**config.mk**
```make
export PLATFORM = sky130hd
export DESIGN_NAME = wdog_guard
export DESIGN_NICKNAME = d
export VERILOG_FILES = /design/src/rtl/wdog_pkg.sv /design/src/rtl/wdog_regs.sv /design/src/rtl/wdog_count.sv /design/src/rtl/wdog_resp.sv /design/src/rtl/wdog_guard.sv
export SDC_FILE = /design/constraint.sdc
export NUM_CORES = 1
export LEC_CHECK = 0
export BUFFER_PORTS_ARGS = -buffer_cell sky130_fd_sc_hd__clkbuf_2
export CAP_MARGIN = 0
export CELL_PAD_IN_SITES_DETAIL_PLACEMENT = 2
export CELL_PAD_IN_SITES_GLOBAL_PLACEMENT = 2
export CORE_ASPECT_RATIO = 0.7
export CORE_UTILIZATION = 30
export DETAILED_ROUTE_END_ITERATION = 10
export MAX_ROUTING_LAYER = met4
export PLACE_DENSITY_LB_ADDON = 0.15
export SETUP_SLACK_MARGIN = 0.4
export SLEW_MARGIN = 30
export SYNTH_ARGS = -nofsm -noshare
export SYNTH_HDL_FRONTEND = slang
export SYNTH_SLANG_ARGS = --single-unit
```
**constraint.sdc**
```tcl
create_clock -name clk -period 2.95 [get_ports clk]
set_clock_uncertainty 0.2 [all_clocks]
set_input_delay 0.1475 -clock clk [delete_from_list [all_inputs] [get_ports clk]]
set_output_delay 0.1475 -clock clk [all_outputs]
set_load 0.1 [all_outputs]
```
**src/rtl/wdog_pkg.sv**
```systemverilog
package wdog_pkg;

  // Control byte fields (byte layout: code[7:4] rsp[3] flag[2] en[1] unlk[0])
  typedef struct packed {
    logic [3:0] code;
    logic       rsp_irq;
    logic       flag;
    logic       en;
    logic       unlk;
  } wdog_ctrl_t;

  localparam logic [7:0] CTRL_RST_VAL = 8'h70;

endpackage

```
**src/rtl/wdog_regs.sv**
```systemverilog
module wdog_regs
  import wdog_pkg::*;
#(
  parameter int NUM_STEPS = 8
) (
  input  logic       clk,
  input  logic       rst_n,
  input  logic       wr_en,
  input  logic [7:0] wr_data,
  input  logic       set_flag,
  output wdog_ctrl_t ctrl,
  output logic       accept,
  output logic       imm_fire
);

  localparam logic [3:0] IMM_CODE = 4'(NUM_STEPS);

  wdog_ctrl_t ctrl_n;
  logic       code_ok;
  logic       ctrl_ce;

  assign accept   = wr_en & ctrl.unlk;
  assign code_ok  = (wr_data[7:4] <= IMM_CODE);
  assign imm_fire = accept & code_ok & (wr_data[7:4] == IMM_CODE) & wr_data[1];
  assign ctrl_ce  = wr_en | set_flag;

  always_comb begin
    ctrl_n = ctrl;
    if (accept) begin
      if (code_ok) ctrl_n.code = wr_data[7:4];
      ctrl_n.rsp_irq = wr_data[3];
      ctrl_n.en      = wr_data[1];
      ctrl_n.flag    = ctrl.flag & wr_data[2];
      ctrl_n.unlk    = 1'b0;
    end else if (wr_en && wr_data[0]) begin
      ctrl_n.unlk = 1'b1;
    end
    if (set_flag) ctrl_n.flag = 1'b1;
  end

  always_ff @(posedge clk or negedge rst_n) begin
    if (!rst_n)       ctrl <= wdog_ctrl_t'(CTRL_RST_VAL);
    else if (ctrl_ce) ctrl <= ctrl_n;
  end

  // lock returns after an accepted write
  a_r3_unlock_clears: assert property (@(posedge clk) disable iff (!rst_n)
    accept |=> !ctrl.unlk);

  // locked write changes no configuration field
  a_r2_locked_write: assert property (@(posedge clk) disable iff (!rst_n)
    (wr_en && !ctrl.unlk) |=> ($stable(ctrl.code) && $stable(ctrl.en) && $stable(ctrl.rsp_irq)));

  // reserved codes leave the stored code alone
  a_r10_reserved_code: assert property (@(posedge clk) disable iff (!rst_n)
    (accept && (wr_data[7:4] > IMM_CODE)) |=> $stable(ctrl.code));

  // flag only falls through an accepted write
  a_r7_flag_clear_src: assert property (@(posedge clk) disable iff (!rst_n)
    $fell(ctrl.flag) |-> $past(accept));

endmodule

```
**src/rtl/wdog_count.sv**
```systemverilog
module wdog_count #(
  parameter int NUM_STEPS  = 8,
  parameter int BASE_TICKS = 2
) (
  input  logic       clk,
  input  logic       rst_n,
  input  logic       tick,
  input  logic       en,
  input  logic [3:0] code,
  input  logic       clr,
  output logic       timeout
);

  localparam int MAX_LIM = BASE_TICKS << (NUM_STEPS - 1);
  localparam int CNT_W   = $clog2(MAX_LIM + 1);

  logic [CNT_W-1:0] lim_tab [NUM_STEPS];
  logic [CNT_W-1:0] limit;
  logic [CNT_W-1:0] cnt, cnt_n;
  logic             running;
  logic             last;
  logic             cnt_ce;

  for (genvar g = 0; g < NUM_STEPS; g++) begin : g_lim
    assign lim_tab[g] = CNT_W'(BASE_TICKS << g);
  end

  always_comb begin
    limit = '0;
    for (int i = 0; i < NUM_STEPS; i++)
      if (code == 4'(i)) limit = lim_tab[i];
  end

  assign running = en & (code < 4'(NUM_STEPS));
  assign last    = (cnt == limit - CNT_W'(1));
  assign timeout = running & tick & ~clr & last;
  assign cnt_ce  = clr | ~running | tick;

  always_comb begin
    if (clr || !running) cnt_n = '0;
    else if (last)       cnt_n = '0;
    else                 cnt_n = cnt + CNT_W'(1);
  end

  always_ff @(posedge clk or negedge rst_n) begin
    if (!rst_n)      cnt <= '0;
    else if (cnt_ce) cnt <= cnt_n;
  end

  // count never reaches the selected limit
  a_r4_cnt_bound: assert property (@(posedge clk) disable iff (!rst_n)
    running |-> (cnt < limit));

  // an accepted write leaves the count at zero
  a_r8_kick_zero: assert property (@(posedge clk) disable iff (!rst_n)
    clr |=> (cnt == '0));

endmodule

```
**src/rtl/wdog_resp.sv**
```systemverilog
module wdog_resp (
  input  logic clk,
  input  logic rst_n,
  input  logic timeout,
  input  logic imm_fire,
  input  logic rsp_irq,
  output logic set_flag,
  output logic rst_req
);

  logic rst_req_n;

  assign set_flag  = timeout | imm_fire;
  assign rst_req_n = (timeout & ~rsp_irq) | imm_fire;

  always_ff @(posedge clk or negedge rst_n) begin
    if (!rst_n) rst_req <= 1'b0;
    else        rst_req <= rst_req_n;
  end

  // reset request is a single-cycle pulse
  a_r5_one_cycle: assert property (@(posedge clk) disable iff (!rst_n)
    rst_req |=> !rst_req);

  // interrupt-mode expiry never requests reset
  a_r6_no_reset_irq: assert property (@(posedge clk) disable iff (!rst_n)
    (timeout && rsp_irq && !imm_fire) |=> !rst_req);

endmodule

```
**src/rtl/wdog_guard.sv**
```systemverilog
module wdog_guard
  import wdog_pkg::*;
#(
  parameter int NUM_STEPS  = 8,
  parameter int BASE_TICKS = 2
) (
  input  logic       clk,
  input  logic       rst_n,
  input  logic       tick,
  input  logic       wr_en,
  input  logic [7:0] wr_data,
  output logic [7:0] rd_data,
  output logic       rst_req,
  output logic       irq
);

  wdog_ctrl_t ctrl;
  logic       accept;
  logic       imm_fire;
  logic       set_flag;
  logic       timeout;

  wdog_regs #(.NUM_STEPS(NUM_STEPS)) u_regs (
    .clk      (clk),
    .rst_n    (rst_n),
    .wr_en    (wr_en),
    .wr_data  (wr_data),
    .set_flag (set_flag),
    .ctrl     (ctrl),
    .accept   (accept),
    .imm_fire (imm_fire)
  );

  wdog_count #(.NUM_STEPS(NUM_STEPS), .BASE_TICKS(BASE_TICKS)) u_count (
    .clk     (clk),
    .rst_n   (rst_n),
    .tick    (tick),
    .en      (ctrl.en),
    .code    (ctrl.code),
    .clr     (accept),
    .timeout (timeout)
  );

  wdog_resp u_resp (
    .clk      (clk),
    .rst_n    (rst_n),
    .timeout  (timeout),
    .imm_fire (imm_fire),
    .rsp_irq  (ctrl.rsp_irq),
    .set_flag (set_flag),
    .rst_req  (rst_req)
  );

  assign rd_data = 8'(ctrl);
  assign irq     = ctrl.flag & ctrl.rsp_irq;

  // a reset request is always accompanied by the flag
  a_r5_flag_with_reset: assert property (@(posedge clk) disable iff (!rst_n)
    rst_req |-> ctrl.flag);

  // immediate code with enable requests reset on the next cycle
  a_r9_immediate: assert property (@(posedge clk) disable iff (!rst_n)
    (wr_en && ctrl.unlk && wr_data[7:4] == 4'(NUM_STEPS) && wr_data[1]) |=> rst_req);

endmodule

```
# [Yosys cells after proc, flatten, opt, wreduce, memory -nomap -nowiden]
# Cells that the tools add are included.
[word_totals] out_inout_bits=10 inputBits=12 register_bits=18
[op_classes] n_reduce_logical=10 muxes=14 n_eq_ne=9 n_lt_le_gt_ge=2 n_bitwise=19 add_sub_neg=2
[ops] cell="$mux W9" n=9
[ops] cell="$eq A4 B3 Y1 const B" n=4
[ops] cell="$and A1 B1 Y1" n=11
[ops] cell="$add A9 B1 Y9 const B" n=1
[ops] cell="$eq A9 B9 Y1" n=1
[ops] cell="$sub A9 B1 Y9 const B" n=1
[ops] cell="$eq A4 B2 Y1 const B" n=2
[ops] cell="$reduce_and A2 Y1" n=3
[ops] cell="$or A1 B1 Y1" n=5
[ops] cell="$eq A4 B1 Y1 const B" n=1
[ops] cell="$eq A4 B4 Y1 const B" n=1
[ops] cell="$le A4 B4 Y1 const B" n=1
[ops] cell="$logic_not A4 Y1" n=1
[ops] cell="$lt A4 B4 Y1 const B" n=1
[ops] cell="$mux W2" n=2
[ops] cell="$reduce_bool A2 Y1" n=2
[ops] cell="$mux W1" n=3
[ops] cell="$not A1 Y1" n=3
[ops] cell="$reduce_and A3 Y1" n=1
[ops] cell="$logic_and A1 B1 Y1" n=1
[ops] cell="$logic_not A1 Y1" n=1
[ops] cell="$logic_or A1 B1 Y1" n=1

# [Longest topological paths before layout]
# Gate-level depths: netlist of run 1.
[logic_depth] word_depth=15 depth_mapped=11 depth_no_buf=9

# [By module]
# From an unflattened synthesis of run 1, not the netlist that was laid out.
[hier_totals] hier_cells=129 area_unflattened_um2=1194.9
[modules_own_cells] mod="wdog_count" n_inst=1 cells_each=94 area_per_inst_um2=775.7 seq_area_each_um2=225.2
[modules_own_cells] mod="wdog_regs" n_inst=1 cells_each=30 area_per_inst_um2=370.4 seq_area_each_um2=203.9
[modules_own_cells] mod="wdog_resp" n_inst=1 cells_each=4 area_per_inst_um2=42.5 seq_area_each_um2=25.0
[modules_own_cells] mod="wdog_guard" n_inst=1 cells_each=1 area_per_inst_um2=6.3 seq_area_each_um2=0.0

# [Worst setup path after synthesis of run 1]
# Ideal clock, no wire load.
[synth_path] path_kind="reg-to-reg" startpoint="reg, netlist name u_regs.ctrl[7]" endpoint="reg u_count.cnt[6]" required_time_ns=2.624 path_buffers=2 path_slack_ns=-0.433 stages_incl_launch_ff=12 arrival_time_ns=3.057 path_cell_list="dfrtp_1 clkbuf_1 nor3_1 nand2b_1 ha_1 clkbuf_2 xor2_1 o41ai_1 a2111oi_2 o2111a_2 nor2_2 a221o_1"
[synth_between] elab_chain_len=13 elab_cells_between_ends=27 cone_classes="add/sub (1); order compare (1); eq/ne (8); mux (10); bitwise (4); reduce/logical (3)"
[synth_rtl] item="$logic_not A4 Y1" line="wdog_count.sv:31" rtl="if (code == 4'(i)) limit = lim_tab[i];"
[synth_rtl] item="$mux W2" line="wdog_count.sv:31"
[synth_rtl] item="$mux W9 (7 in a row)" line="wdog_count.sv:31"
[synth_rtl] item="$sub A9 B1 Y9" line="wdog_count.sv:35" rtl="assign last = (cnt == limit - CNT_W'(1));"
[synth_rtl] item="$eq A9 B9 Y1" line="wdog_count.sv:35"
[synth_rtl] item="$mux W9" line="wdog_count.sv:41" rtl="else if (last) cnt_n = '0;"
[synth_rtl] item="$mux W9" line="wdog_count.sv:40" rtl="if (clr || !running) cnt_n = '0;"
[synth_rtl] item="end signal, assigned" line="wdog_count.sv:47" rtl="else if (cnt_ce) cnt <= cnt_n;"
[synth_rtl] item="end, declared" line="wdog_count.sv:19" rtl="logic [CNT_W-1:0] cnt, cnt_n;"
# Parallel ways exist; a longest one is shown, timed or not.
# A chain may end at the register's enable or synchronous reset.

# [Final worst setup path of run 1]
[layout_path] startpoint="reg, netlist name u_regs.ctrl[7]" endpoint="reg u_count.cnt[6]"
[layout_between] elab_chain_len=13 elab_cells_between_ends=27 cone_classes="add/sub (1); order compare (1); eq/ne (8); mux (10); bitwise (4); reduce/logical (3)"
[layout_rtl] item="$logic_not A4 Y1" line="wdog_count.sv:31"
[layout_rtl] item="$mux W2" line="wdog_count.sv:31"
[layout_rtl] item="$mux W9 (7 in a row)" line="wdog_count.sv:31"
[layout_rtl] item="$sub A9 B1 Y9" line="wdog_count.sv:35"
[layout_rtl] item="$eq A9 B9 Y1" line="wdog_count.sv:35"
[layout_rtl] item="$mux W9" line="wdog_count.sv:41"
[layout_rtl] item="$mux W9" line="wdog_count.sv:40"
# Parallel ways exist; a longest one is shown, timed or not.

==> qor.txt, run 1 <==
Startpoint types = register
Largest net degree at the start of global routing = 19
Tmin final = 2.67 ns
Hold Crit Depth = 3
Worst skew pair latency = 0.25 ns
Ant diodes = 0
TritonRoute pass-1 iters = 4
Fmax = 0.375 GHz
Register area share after synthesis = 38.3%
Slew margin rel. = 64.2%
Gate Count Post-Synth = 129
Die area = 0.00421 mm^2
Asr flop ratio synth = 100%
Worst Tran Pin Value = 0.532 ns
Antenna viol nets, final = 0
Post-synth net total = 143
YS warnings = 0
Count of final setup violators = 0
# DRC = 0
Status = complete, no violations
Fillers = 426
Number of synthesized flops with an enable pin = 0
Crit path kind = register to register
Crit path max fanout = 8
Leak = 0.000717 uW
Yosys reg bits = 18
Max Transition Viols Final = 0
MaxCap Viol Count = 0
GRT Total Usage = 21.0%
Pwr/cell area = 647 mW/mm^2
Multi-input logic area = 726 um^2
Reg2reg path depth = 9
Fin Hold WS = 0.00750 ns
Worst vdd ir = 304 uV
Commonest non-fill, non-tap cell in the layout = clkbuf_2
Register area = 469 um^2
Initial antenna violation count = 0
Crit path required time = 2.89 ns
Nets = 180
Io pins = 22
Clock transition at the registers of the reported paths = 0.07 ns
Die Span Y = 54.6 um
First-pass GRT wire length = 6.33 mm
Final Util = 43.6%
Starting Density = 32.5%
Top_reg_cell synth = dfrtp_1
Clk Tree Root Cell = clkbuf_8
DR vias = 1122
Final WL = 3.87 mm
Area Growth Syn to Fin = 34.2%
Fin Setup TNS = 0 ns
Overflow after GRT = 0
Placement row count = 18
CP Capture Type = register
CTS buffer count = 3
DRT iter0 DRCs = 32
Final worst-path setup slack = 0.282 ns
Period Utilization, post-route = 90.5%
Pre-CTS WS = 0.0591 ns
Hold crit path type = input port to register
CP arrival = 2.61 ns
Drt wl/cell = 18.0 um
CTS tree = built
DP Wirelength = 2.68 mm
Vias in the first global route = 1243
Die W = 77.1 um
Port-buffer cells = 21
Htree depth = 1
Unrepaired setup endpoints after global routing = yes
CTS Buffer Depth = 2
Final hold vios = 0
Most frequent cells in the layout = clkbuf_2 (21), nand2_1 (14), dfrtp_1 (14), nand3_1 (11)
CTS Sinks = 18
Yosys cell types = 47
Core ar. = 0.00365 mm^2
Syn Area/Cell = 9.19 um^2
Via density = 5.22
Mapped cell area = 0.00118 mm^2
Share of cells above drive strength 1 = 31.5%
Final GP Congestion = 0.772
## metal layers
layer	share of wire (%)	global-route usage [%]	up-vias
met5	0	-	-
met4	0.26	1.89	0
met3	2.1	3.50	2
met2	50	40.3	15
met1	48	24.7	562
li1	-	-	543
## registers in the layout, indices dropped and copies added (netlist names)
name / count
u_count.cnt: 9
u_resp.rst_req: 1
u_regs.ctrl: 8
## report_power, final
part	switching [uW]	total [uW]	internal, uW	leakage (uW)
sequential	27.2	314	287	0.000234
clock	82.1	175	92.4	0.0000231
combinational	359	540	181	0.000460
## cells in the mapped netlist (all sizes together), types with 2 or more instances
library cell   n  area (um^2)
a211oi         2         15.0
mux2           3         33.8
xnor2          4         35.0
o21bai         3         22.5
nor4b          2         23.8
and2           3         18.8
nor3           5         25.0
o21ai          6         30.0
buf            5         36.3
nand2b         3         18.8
nand3         11         55.1
or3            2         12.5
dfrtp         15          375
nand2         15         56.3
nor2           5         21.3
a21o           4         30.0
xor2           5         43.8
ha             2         25.0
a22o           6         52.6
inv            2         7.50
clkbuf         4         16.3
nor4           2         12.5
dfstp          3         78.8
## area by class of cell
type | count | area share (%)
multi-input cells | 100 | 45.6
repair buffers | 41 | 17.6
clock inverters | 1 | 0.236
flip-flops and latches | 18 | 29.5
well taps | 50 | 3.93
clock buffers | 3 | 2.60
inverters | 2 | 0.472
## stage by stage
step | power (uW) | cell area, um^2 | std cells
after floorplan | 716 | 1250 | 129
after global placement | 751 | 1340 | 193
after detailed placement | 768 | 1340 | 193
after CTS | 1020 | 1570 | 215
after global routing | 1080 | 1590 | 215
final | 1030 | 1590 | 215
## path summary, 6_finish.rpt
kind / slack, ns / to / start
setup / recovery: 0.28 / u_count.cnt[6]$_DFFE_PN0P_ / u_regs.ctrl[7]$_DFFE_PN0P_
hold / removal: 0.007 / u_regs.ctrl[1]$_DFFE_PN0P_ / wr_en
setup reg to reg: 0.28 / u_count.cnt[6]$_DFFE_PN0P_ / u_regs.ctrl[7]$_DFFE_PN0P_
hold reg to reg: 0.32 / u_resp.rst_req$_DFF_PN0_ / u_regs.ctrl[3]$_DFFE_PN0P_
max in group asynchronous: 2.00 / u_regs.ctrl[7]$_DFFE_PN0P_ / rst_n
min in group asynchronous: 0.19 / u_count.cnt[3]$_DFFE_PN0P_ / rst_n
## worst max-delay path, cell delays in order, from the launching register on
cell	delay (ns)
dfrtp_4	0.49
nor3_4	0.22
nand2b_1	0.12
ha_4	0.21
or3_4	0.34
a21o_1	0.19
o211ai_1	0.12
o2111a_2	0.28
nor2_2	0.08
a221o_1	0.30
## cell families after synthesis
kind of cell               Yosys count  synth area share (%)
muxes                                4                  3.70
adders and majority gates            2                  2.11
DFF                                 18                  38.3
xor gates and xnor gates             9                  6.65
buffers and inverters               11                  5.07
and+or+nand+nor                     55                  24.6
AOI/OAI and AO/OA                   30                  19.5
## repair_timing
item / CTS / global route
setup buffers: 8 / 0
endpoints found under the hold margin: 25 / 0
pin swaps: 4 / 1
hold buffers: 10 / 0
endpoints found under the setup margin: 11 / 11
gates resized for setup: 4 / 4
Note: power is estimated with default switching activity, not from simulation.
==> inputs of run 2 (changes only) <==
Settings changed: SYNTH_HIERARCHICAL set to 1.
Clock period 2.95 ns to 2.4 ns, I/O delays scaled along.
==> run 2 against run 1 <==
  * The flow now finishes with violations (negative hold slack, negative setup slack)
  * Register-to-register slack worse by 0.59 ns
  * Clock-buffer cell count up 1
  * First-iteration DRC count is 69% higher
  * Critical path depth rose by 1
  * Design area rose by 6.6%
  * Die area increased by 0.81%
  * Hold slack got worse by 0.012 ns
  * Sequential power grew 27%
  * Critical endpoint is now u_count/cnt[3]$_DFFE_PN0P_
  * Largest cell class unchanged
==> qor.txt, run 2 <==
Post-Synth XOR/XNOR Area = 4.40%
Design Power = 1410 uW
Final worst-path setup slack = -0.310 ns
DRT iter0 DRCs = 54
Mapped cell area = 0.00119 mm^2
CTS buffer count = 3
Antenna viol nets, final = 0
GRT Total Usage = 24.1%
Clk Tree Root Cell = clkbuf_8
DP Wirelength = 2.90 mm
Clock transition at the registers of the reported paths = 0.08 ns
Synth Area in Adders = 2.09%
Fmax = 0.369 GHz
Register area share after synthesis = 38.0%
Number of synthesized flops with an enable pin = 0
Startpoint types = register
Asr flop ratio synth = 100%
Via density = 5.28
Placed inst area = 0.00148 mm^2
MaxCap Viol Count = 0
CP max stage delay = 0.48 ns
Hold crit path type = input port to register
Die Span Y = 54.8 um
Pwr/cell area = 829 mW/mm^2
Leak = 0.000757 uW
Core ar. = 0.00367 mm^2
YS warnings = 6
Starting Density = 32.5%
Tmin final = 2.71 ns
Violated checks = negative hold slack, negative setup slack
Htree depth = 1
Sequential group share of total power = 28.4%
Crit path max fanout = 5
Fin area = 0.00170 mm^2
Yosys reg bits = 18
Area Growth Syn to Fin = 41.9%
Largest net degree at the start of global routing = 19
Top_reg_cell synth = dfrtp_1
Share of cells above drive strength 1 = 35.4%
Comb power frac = 52.7%
CP Cell Sequence = nor2_4, nand3b_1, ha_4, or3_4, a211o_1, o211ai_1, buf_4, a31oi_4, a21o_1, a22o_1
Fin Hold WS = -0.00401 ns
Final hold vios = 1
Compound-Gate Fraction of Synth Area = 21.0%
Max FFs per register = 9
CP Capture Type = register
List of most frequent post-synthesis cells = dfrtp_1 (15), nand2_1 (13), nor2_1 (11)
Port-buffer cells = 21
Drt wl/cell = 19.2 um
First-pass GRT wire length = 7.12 mm
DR vias = 1203
CTS Sinks = 18
P_sw = 644 uW
Die W = 77.4 um
Commonest non-fill, non-tap cell in the layout = clkbuf_2
Synth area leader = dfrtp_1
Int Pwr = 762 uW
Most common cell in the synthesized netlist = dfrtp_1
Die area = 0.00424 mm^2
Largest family of logic cells by synthesized area = simple AND/OR/NAND/NOR gates
Io pins = 22
Count of final setup violators = 10
Slowest CP cell = dfstp_4
Worst vdd ir = 391 uV
TritonRoute pass-1 iters = 4
Clock power share = 18.9%
Placement row count = 18
Ant diodes = 0
Most frequent cells in the layout = clkbuf_2 (21), buf_4 (17), dfrtp_1 (14), nand2_1 (13), nand3_1 (10)
Max Transition Viols Final = 0
Worst Tran Pin Value = 0.540 ns
Switching share of total power = 45.8%
Overflow after GRT = 0
Post-synth net total = 143
Simple-Gate Fraction of Synth Area = 26.2%
# DRC = 0
Worst skew pair latency = 0.27 ns
Final GP Congestion = 0.749
Nets = 193
CP arrival = 2.67 ns
Status = complete, but fails checks
Initial antenna violation count = 0
Final WL = 4.37 mm
Post-synth top area share = 31.4%
Gate Count Post-Synth = 129
Syn Area/Cell = 9.26 um^2
Period Utilization, post-route = 113%
Crit path required time = 2.36 ns
Slew margin rel. = 63.7%
CTS tree = built
Mux cell area share after synthesis = 3.56%
Ranking of synthesized cells by area = dfrtp_1 (31%), dfstp_2 (6.6%), nand3_1 (4.2%)
Crit path kind = register to register
Vias in the first global route = 1332
CTS Buffer Depth = 2
Yosys cell types = 41
Biggest regs = u_count/cnt (9), u_regs/ctrl (8), u_resp/rst_req (1)
Unrepaired setup endpoints after global routing = yes
Reg with most FFs = u_count/cnt
==> run 2: changes by cell type after synthesis, moves of 3 or more <==
cell / delta
a21oi_1: +5
a22o_1: -4
clkbuf_1: -3
inv_1: +6
mux2_1: -3
nand2b_1: -3
nand3b_1: +3
nor2_1: +7
nor3_1: -3
o21a_1: +4
o32a_1: +3
xor2_1: -4
==> run 2: layer usage <==
layer / wire [um] / global-route usage, %
met5: 0 / -
met4: 51 / 8.49
met3: 99 / 4.17
met2: 2200 / 42.5
met1: 2020 / 28.6
==> run 2: cells by family after synthesis <==
| logic type | count (synthesis) |
|---|---|
| flops | 18 |
| compound gates | 34 |
| mux | 4 |
| buf+inv | 10 |
| simple gates | 55 |
| xor+xnor | 6 |
| fa+ha+maj | 2 |
==> run 2: layout make-up <==
cell class	count	area, um^2
Inverter	7	26.3
Fill cell	398	1980
Timing Repair Buffer	47	324
Multi-Input combinational cell	102	762
Tap cell	50	62.6
Sequential cell	18	465
Clock buffer	4	55.1
==> run 2: worst max-delay path: cells and delay by family (launching register included) <==
kind,cells,cell delay [ns]
compound gates,5,0.85
fa+ha+maj,1,0.22
buf+inv,1,0.18
flops,1,0.48
simple gates,3,0.66
==> run 2: what timing repair did <==
item / CTS / global route
pin swaps: 8 / 5
hold endpoints to repair: 24 / 0
endpoints found under the setup margin: 10 / 10
setup buffers: 2 / 0
cloned: 1 / 0
hold buffers: 8 / 0
resized for setup: 8 / 3
==> run 2: path summary, 6_finish.rpt <==
kind                                                  from                          to  slack (ns)  cells after the start
max in group asynchronous                            rst_n  u_regs/ctrl[7]$_DFFE_PN0P_        1.48                      2
worst max register to register  u_regs/ctrl[6]$_DFFE_PN1P_  u_count/cnt[3]$_DFFE_PN0P_       -0.31                     10
worst min register to register  u_regs/ctrl[2]$_DFFE_PN0P_  u_regs/ctrl[2]$_DFFE_PN0P_        0.34                      1
worst min-delay path                            wr_data[5]  u_regs/ctrl[5]$_DFFE_PN1P_      -0.004                      2
min in group asynchronous                            rst_n  u_count/cnt[6]$_DFFE_PN0P_        0.15                      2
worst max-delay path            u_regs/ctrl[6]$_DFFE_PN1P_  u_count/cnt[3]$_DFFE_PN0P_       -0.31                     10
==> run 2: through the flow <==
stage	utilization (%)	TNS [ns]	cells	setup WS, ns
after floorplan	-	-2.29	129	-0.311
after detailed placement	40.2	-2.55	213	-0.343
final	46.2	-2.29	228	-0.310
after global placement	40.2	-1.32	213	-0.245
after global routing	46.2	-2.97	228	-0.367
after CTS	45.8	-2.27	228	-0.291
==> run 2: power by group through the flow <==
stage / Combinational, uW / Clock [uW] / Sequential, uW
2_1_floorplan: 247 / 0 / 615
3_3_place_gp: 635 / 0 / 398
3_5_place_dp: 652 / 0 / 405
4_1_cts: 725 / 270 / 400
5_1_grt: 779 / 283 / 406
6_report: 741 / 265 / 399
